[src/rtl/token_bank.sv]
module token_bank #(
  parameter int ADDR_W = 14,
  parameter int DATA_W = 16,
  parameter int SEM_AW = 3
) (
  input  logic              clk,
  input  logic              rst_n,
  input  logic              l_sel,
  input  logic              l_mem_en,
  input  logic [ADDR_W-1:0] l_addr,
  input  logic              l_wr,
  input  logic              l_rd,
  input  logic [DATA_W-1:0] l_wdata,
  output logic [DATA_W-1:0] l_rdata,
  input  logic              r_sel,
  input  logic              r_mem_en,
  input  logic [ADDR_W-1:0] r_addr,
  input  logic              r_wr,
  input  logic              r_rd,
  input  logic [DATA_W-1:0] r_wdata,
  output logic [DATA_W-1:0] r_rdata
);
  localparam int N = 1 << SEM_AW;

  logic              l_ok, r_ok;
  logic [SEM_AW-1:0] l_idx, r_idx;
  logic [N-1:0]      own_l, own_r, req_l, req_r;
  logic [N-1:0]      own_l_n, own_r_n, req_l_n, req_r_n;

  assign l_ok  = l_sel & ~l_mem_en;
  assign r_ok  = r_sel & ~r_mem_en;
  assign l_idx = l_addr[SEM_AW-1:0];
  assign r_idx = r_addr[SEM_AW-1:0];

  for (genvar i = 0; i < N; i++) begin : g_sem
    logic lw, rw, l_set, l_clr, r_set, r_clr;
    assign lw    = l_ok & l_wr & (l_idx == SEM_AW'(i));
    assign rw    = r_ok & r_wr & (r_idx == SEM_AW'(i));
    assign l_set = lw & ~l_wdata[0];
    assign l_clr = lw &  l_wdata[0];
    assign r_set = rw & ~r_wdata[0];
    assign r_clr = rw &  r_wdata[0];

    assign req_l_n[i] = l_set | (req_l[i] & ~l_clr);
    assign req_r_n[i] = r_set | (req_r[i] & ~r_clr);

    always_comb begin
      own_l_n[i] = own_l[i];
      own_r_n[i] = own_r[i];
      if (own_l[i]) begin
        if (l_clr) begin
          own_l_n[i] = 1'b0;
          own_r_n[i] = req_r_n[i];
        end
      end else if (own_r[i]) begin
        if (r_clr) begin
          own_r_n[i] = 1'b0;
          own_l_n[i] = req_l_n[i];
        end
      end else begin
        own_l_n[i] = req_l_n[i];
        own_r_n[i] = ~req_l_n[i] & req_r_n[i];
      end
    end
  end

  always_ff @(posedge clk) begin
    if (!rst_n) begin
      own_l <= '0;
      own_r <= '0;
      req_l <= '0;
      req_r <= '0;
    end else begin
      own_l <= own_l_n;
      own_r <= own_r_n;
      req_l <= req_l_n;
      req_r <= req_r_n;
    end
  end

  always_ff @(posedge clk) begin
    if (!rst_n) begin
      l_rdata <= '1;
      r_rdata <= '1;
    end else begin
      if (l_ok && l_rd) l_rdata <= {DATA_W{~own_l[l_idx]}};
      if (r_ok && r_rd) r_rdata <= {DATA_W{~own_r[r_idx]}};
    end
  end
endmodule

[config.mk]
export PLATFORM = sky130hd
export DESIGN_NAME = token_bank
export DESIGN_NICKNAME = d
export VERILOG_FILES = /design/src/rtl/token_bank.sv
export SDC_FILE = /design/constraint.sdc
export NUM_CORES = 1
export LEC_CHECK = 0
export BUFFER_PORTS_ARGS = -buffer_cell sky130_fd_sc_hd__buf_2
export CAP_MARGIN = 20
export CELL_PAD_IN_SITES_DETAIL_PLACEMENT = 1
export CELL_PAD_IN_SITES_GLOBAL_PLACEMENT = 1
export CORE_ASPECT_RATIO = 1.75
export CORE_MARGIN = 3
export CORE_UTILIZATION = 32
export CTS_CLUSTER_DIAMETER = 50
export DETAILED_ROUTE_END_ITERATION = 10
export PLACE_DENSITY_LB_ADDON = 0.1
export SYNTH_ARGS = -nofsm -noshare
export SYNTH_HDL_FRONTEND = slang
export SYNTH_SLANG_ARGS = --single-unit
[constraint.sdc]
create_clock -name clk -period 1.6 [get_ports clk]
set_input_delay 0.24 -clock clk [delete_from_list [all_inputs] [get_ports clk]]
set_output_delay 0.24 -clock clk [all_outputs]
set_load 0.01 [all_outputs]
== Word-level counts from Yosys, hierarchy flattened ==
Cells that the tools add are included.

* Register bits: 34

* Magnitude comparators: 2
* Equal/unequal tests: 22
* Multiplexer cells: 68
* Bitwise logic cells: 122
* Reduce and logical (&&, ||, !) cells: 4

{| class="wikitable"
|+ Operators by type and width
! cell !! number
|-
| $and A1 B1 Y1 || 76
|-
| $mux W1 || 66
|-
| $not A1 Y1 || 30
|-
| $eq A3 B3 Y1 const B || 8
|-
| $ne A2 B1 Y1 const B || 8
|-
| $or A1 B1 Y1 || 16
|-
| $eq A3 B2 Y1 const B || 4
|-
| $lt A3 B4 Y1 const B || 2
|-
| $bmux W1 S3 || 2
|-
| $eq A3 B1 Y1 const B || 2
|-
| $logic_not A3 Y1 || 2
|-
| $logic_and A1 B1 Y1 || 2
|}

== Depth between registers and ports, before layout ==
* Word-level depth: 12
* Gate-level depth with buffers: 6
* Mapped depth without buffers: 5

== Worst setup path before layout ==
OpenSTA, ideal clock, no wires.

* Kind: input to register
* Start point: input l_addr[1]
* End point: register own_r[1]
* Library setup time: 0.122 ns
* Arrival time: 1.312 ns
* Setup slack: 0.166 ns
* Cell stages on the path: 6
* Buffers on the path: 1
* Cell sequence: buf_2 -> and2b_1 -> nand2_1 -> mux2i_1 -> nor4b_1 -> o32a_1

* Cells in the longest elaborated chain, start to end: 10
* Elaborated cells on any way between the ends: 12
* Classes of those cells: eq/ne: 2; mux: 2; bitwise: 8

{| class="wikitable"
|+ RTL lines
! what !! line !! RTL
|-
| start, declared || 10 || <nowiki>input logic [ADDR_W-1:0] l_addr,</nowiki>
|-
| $eq A3 B1 Y1 (*) || 37 || <nowiki>assign lw = l_ok & l_wr & (l_idx == SEM_AW'(i));</nowiki>
|-
| $and A1 B1 Y1 (*) || 37 ||
|-
| $and A1 B1 Y1 || 40 || <nowiki>assign l_clr = lw & l_wdata[0];</nowiki>
|-
| $not A1 Y1 || 44 || <nowiki>assign req_l_n[i] = l_set | (req_l[i] & ~l_clr);</nowiki>
|-
| $and A1 B1 Y1 || 44 ||
|-
| $or A1 B1 Y1 || 44 ||
|-
| $not A1 Y1 || 62 || <nowiki>own_r_n[i] = ~req_l_n[i] & req_r_n[i];</nowiki>
|-
| $and A1 B1 Y1 || 62 ||
|-
| $mux W1 || 55 || <nowiki>end else if (own_r[i]) begin</nowiki>
|-
| $mux W1 || 50 || <nowiki>if (own_l[i]) begin</nowiki>
|-
| end signal, assigned || 75 || <nowiki>own_r <= own_r_n;</nowiki>
|-
| end, declared || 27 || <nowiki>logic [N-1:0] own_l, own_r, req_l, req_r;</nowiki>
|}

Mark *: on every way between the ends. The rest lies on a longest branch, timed or not.
A chain may end at the register's enable or synchronous reset.

== Worst setup path in the final report ==
* Start point: input r_addr[2]
* End point: register own_r[1]

* Cells in the longest elaborated chain, start to end: 9
* Elaborated cells on any way between the ends: 12
* Classes of those cells: eq/ne: 1; mux: 4; bitwise: 7

{| class="wikitable"
|+ RTL lines
! what !! line !! RTL
|-
| start, declared || 17 || <nowiki>input logic [ADDR_W-1:0] r_addr,</nowiki>
|-
| $eq A3 B1 Y1 (*) || 38 || <nowiki>assign rw = r_ok & r_wr & (r_idx == SEM_AW'(i));</nowiki>
|-
| $and A1 B1 Y1 (*) || 38 ||
|-
| $and A1 B1 Y1 || 42 || <nowiki>assign r_clr = rw & r_wdata[0];</nowiki>
|-
| $not A1 Y1 || 45 || <nowiki>assign req_r_n[i] = r_set | (req_r[i] & ~r_clr);</nowiki>
|-
| $and A1 B1 Y1 || 45 ||
|-
| $or A1 B1 Y1 || 45 ||
|-
| $and A1 B1 Y1 || 62 ||
|-
| $mux W1 || 55 ||
|-
| $mux W1 (*) || 50 ||
|}

Mark *: on every way between the ends. The rest lies on a longest branch, timed or not. The select of a mux whose other input is x is not followed.

==> impl_summary.txt <==
----------------------------------------------------
[Global routing]
  Number of antenna violations at the first check in global routing ... 0
  Pin count of the biggest net entering global routing ... 25
  Via count of the first global-routing pass ... 1,946
  Wire length of the first global-routing pass ... 9549 µm
  Total GRT Usage ... 0.1721
  Sum of overflow across all layers after global routing ... 0

[Synth]
  Sequential cell area fraction in the yosys report ... 0.3299
  Count of synthesis-stage warnings from yosys ... 0
  Number of cells produced by synthesis ... 238
  Fraction of the mapped netlist area in adder cells ... 0
  Flip-flop and latch count after synthesis ... 34
  Synthesized-area fraction occupied by ao, oa, aoi and oai cells ... 0.2165
  Fraction of the mapped netlist area in simple logic gates ... 0.2408
  Post-synthesis instance area ... 2063 µm²
  Async set-or-reset flop fraction in the synthesized netlist ... 0
  Primary flip-flop cell chosen by synthesis mapping ... sky130_fd_sc_hd__dfxtp_1
  Number of synthesized flops with an enable pin ... 0
  XOR/XNOR share of the synthesized area ... 0
  Main combinational cell family by area after synthesis ... simple AND/OR/NAND/NOR gates
  Avg Synthesized Cell Area ... 8.669 µm²
  Post-synthesis mux area share ... 0.06428
  Net count after synthesis ... 308
  Distinct cell type count of the synthesized netlist ... 57

[Power]
  Share of total power in the clock network ... 0.374
  Portion of total power attributed to combinational logic ... 0.143
  Internal portion of total power ... 0.001329 W
  Net switching power figure ... 0.0004911 W
  Power density cells ... 740.9 nW/µm²
  Leakage dissipation ... 1.066 nW
  Switching Share ... 0.2699
  Sequential fraction of design power ... 0.483
  Post-layout power ... 0.001820 W
  Max IR drop VDD ... 482.0 µV

[Clock tree]
  Number of buffers inserted during clock tree synthesis ... 5
  Number of clock sinks ... 34
  Post CTS Setup Buffer Count ... 0
  Cts-stage hold buffer count ... 0
  CTS root buffer ... sky130_fd_sc_hd__clkbuf_8
  Clock network latency to the later pin of the worst-skew pair ... 0.30 ns
  Clock H-tree levels ... 2
  Clock input transition at the sequential cells of the worst setup and hold paths ... 0.07 ns
  Clk buf depth ... 2
  CTS tree ... done
  # resized after CTS ... 0

[Cells and area]
  Fill cell count ... 775
  Diodes inserted ... 0
  Post-route insts no fill ... 365
  Most common cell after layout, fill and taps aside ... sky130_fd_sc_hd__buf_2
  Area of the multi-input gates ... 1076 µm²
  Reg area ... 680.7 µm²
  Nets@finish ... 354
  Ratio of cells with drive above 1 in the final layout ... 0.3544
  Most frequent cells in the layout ... sky130_fd_sc_hd__buf_2 (49), sky130_fd_sc_hd__dfxtp_1 (34), sky130_fd_sc_hd__buf_4 (32)
  Synthesis-to-layout area growth ... 19.04%

[Route]
  Count of unresolved DRC violations after routing ... 0
  Via total after detailed routing ... 1,890
  Residual antenna-violating net count after detailed routing ... 0
  Vias/cell ... 5.178
  Post-detailed-route wirelength per cell ... 16.12 µm
  Routed wire length ... 5883 µm
  Count of routing violations after the opening detailed-route iteration ... 44
  DR pass1 iterations ... 4

[Worst setup path]
  CP Capture Type ... register
  Worst path arrival time ... 1.58 ns
  Reg-to-reg critical path startpoint ... own_l[4]
  Critical Path Start ... r_addr[2]
  Type of origin of the critical path ... input pin
  Required time of the critical path ... 1.79 ns
  Worst Path Max Fanout ... 6
  Start-to-end type of the worst setup path ... input pin to register

[Timing]
  Worst hold slack after final layout ... 0.2346 ns
  Slew at the pin closest to its max-slew limit ... 0.3747 ns
  F_max ... 0.7210 GHz
  Sum of negative setup slack ... 0 ns
  Worst max-slew margin expressed relative to the limit ... 0.7498
  Number of max-slew violations in the final report ... 0
  Post-route worst setup slack ... 0.2130 ns
  Tcrit/Tclk final ... 0.8669
  Largest clock skew in the final design ... 0.01215 ns
  Count of final hold-check violations ... 0
  Setup repair after global routing missed its margin ... false
  Number of failing setup endpoints in the final timing report ... 0
  Clock period minus worst slack ... 1.387 ns

[Placement]
  Global placer's final weighted congestion ... 0.7482
  Input/output buffers ... 49
  Number of placed instances with taps included ... 357
  Dpl ws ... -0.1240 ns
  Detailed placer's ending HPWL ... 4656 µm

[Job]
  Number of max-capacitance violations reported ... 0

[Floorplanning]
  # rows ... 38
  Number of top-level pins ... 102
  Die extent in x ... 66.70 µm
  Area of the die ... 7485 µm²
  Initial cell density of the core ... 0.3313
  Height of the chip ... 112.2 µm
  Core region area ... 6228 µm²

[Worst hold path]
  Class of the most critical hold timing path ... input pin to register
  Worst hold path startpoint ... r_rd

[Outcome]
  Outcome ... completed

----------------------------------------------------
path summary, 6_finish.rpt:
| check | cells past startpoint | end | slack, ns |
|---|---|---|---|
| max | 7 | own_r[1] | 0.21 |
| min | 3 | r_rdata[0] | 0.23 |
| max reg2reg | 3 | l_rdata[0] | 0.23 |
| min reg2reg | 2 | req_r[4] | 0.49 |
per-layer routing:
layer  vias up  track usage  part of all wire
met5         -            0                 0
met4         0      0.06106             0.016
met3         7      0.03504             0.045
met2        42       0.3342              0.58
met1       915       0.1706              0.36
li1        926            -                 -
logic make-up (layout without fill, tap and decap cells):
logic type / count (synthesis) / in the layout
compound gates: 65 / 65
buf+inv: 48 / 95
flops: 34 / 34
simple gates: 83 / 83
mux: 8 / 8
power by group through the flow:
| stage | registers [W] | clock network [W] | logic [W] |
|---|---|---|---|
| final | 0.000879 | 0.000680 | 0.000260 |
| after global routing | 0.000883 | 0.000742 | 0.000288 |
| after CTS | 0.000880 | 0.000713 | 0.000265 |
| after detailed placement | 0.000900 | 0 | 0.000264 |
| after global placement | 0.000899 | 0 | 0.000261 |
| after floorplan | 0.000897 | 0 | 0.000176 |
cell usage after synthesis, types with 2 or more instances:
cell type	n	share of area
sky130_fd_sc_hd__a21boi_0	2	0.0073
sky130_fd_sc_hd__a21o_1	3	0.011
sky130_fd_sc_hd__a21oi_1	14	0.034
sky130_fd_sc_hd__a22oi_1	2	0.0073
sky130_fd_sc_hd__a31o_2	2	0.0085
sky130_fd_sc_hd__a31oi_1	3	0.0091
sky130_fd_sc_hd__and2_1	8	0.024
sky130_fd_sc_hd__and3_1	4	0.012
sky130_fd_sc_hd__and4b_1	2	0.0097
sky130_fd_sc_hd__buf_2	3	0.0073
sky130_fd_sc_hd__buf_4	31	0.11
sky130_fd_sc_hd__clkbuf_1	5	0.0091
sky130_fd_sc_hd__clkbuf_2	2	0.0049
sky130_fd_sc_hd__dfxtp_1	34	0.33
sky130_fd_sc_hd__inv_1	6	0.011
sky130_fd_sc_hd__mux2_2	2	0.011
sky130_fd_sc_hd__mux2i_1	2	0.0097
sky130_fd_sc_hd__mux4_2	4	0.044
sky130_fd_sc_hd__nand2_1	18	0.033
sky130_fd_sc_hd__nand2b_1	6	0.018
sky130_fd_sc_hd__nand3_1	5	0.012
sky130_fd_sc_hd__nand3b_1	2	0.0073
sky130_fd_sc_hd__nand4_1	2	0.0061
sky130_fd_sc_hd__nand4b_1	2	0.0085
sky130_fd_sc_hd__nor2_1	14	0.025
sky130_fd_sc_hd__o2111a_1	2	0.011
sky130_fd_sc_hd__o2111ai_1	2	0.0085
sky130_fd_sc_hd__o211a_1	4	0.019
sky130_fd_sc_hd__o211ai_1	2	0.0073
sky130_fd_sc_hd__o21a_1	2	0.0073
sky130_fd_sc_hd__o21ai_0	13	0.032
sky130_fd_sc_hd__o2bb2ai_1	2	0.0085
sky130_fd_sc_hd__o31ai_1	4	0.015
sky130_fd_sc_hd__or3_1	6	0.018
flip-flops by register name, indices dropped and copies added (netlist names):
register and flops:
l_rdata 1, own_l 8, own_r 8, r_rdata 1, req_l 8, req_r 8
final cells by class:
| type | instances | share of cell area |
|---|---|---|
| Clock buffer | 7 | 0.03515 |
| Clock inverter | 1 | 0.002038 |
| Inverter | 6 | 0.009170 |
| Multi-Input combinational cell | 156 | 0.4381 |
| Sequential cell | 34 | 0.2771 |
| Tap cell | 80 | 0.04075 |
| Timing Repair Buffer | 81 | 0.1977 |
metrics by stage:
stage / area [µm²] / util
finish: 2456 / 0.3943
global route: 2456 / 0.3943
CTS: 2456 / 0.3943
detailed placement: 2365 / 0.3797
global placement: 2365 / 0.3797
floorplan: 2063 / -
worst max-delay path, stage by stage:
cell and delay, ns:
sky130_fd_sc_hd__buf_2 0.10, sky130_fd_sc_hd__nand4bb_1 0.31, sky130_fd_sc_hd__o21ai_0 0.23, sky130_fd_sc_hd__o31ai_1 0.09
sky130_fd_sc_hd__buf_4 0.15, sky130_fd_sc_hd__nor4b_1 0.13, sky130_fd_sc_hd__o32a_1 0.32
No activity file was read; power rests on OpenSTA's default activity.
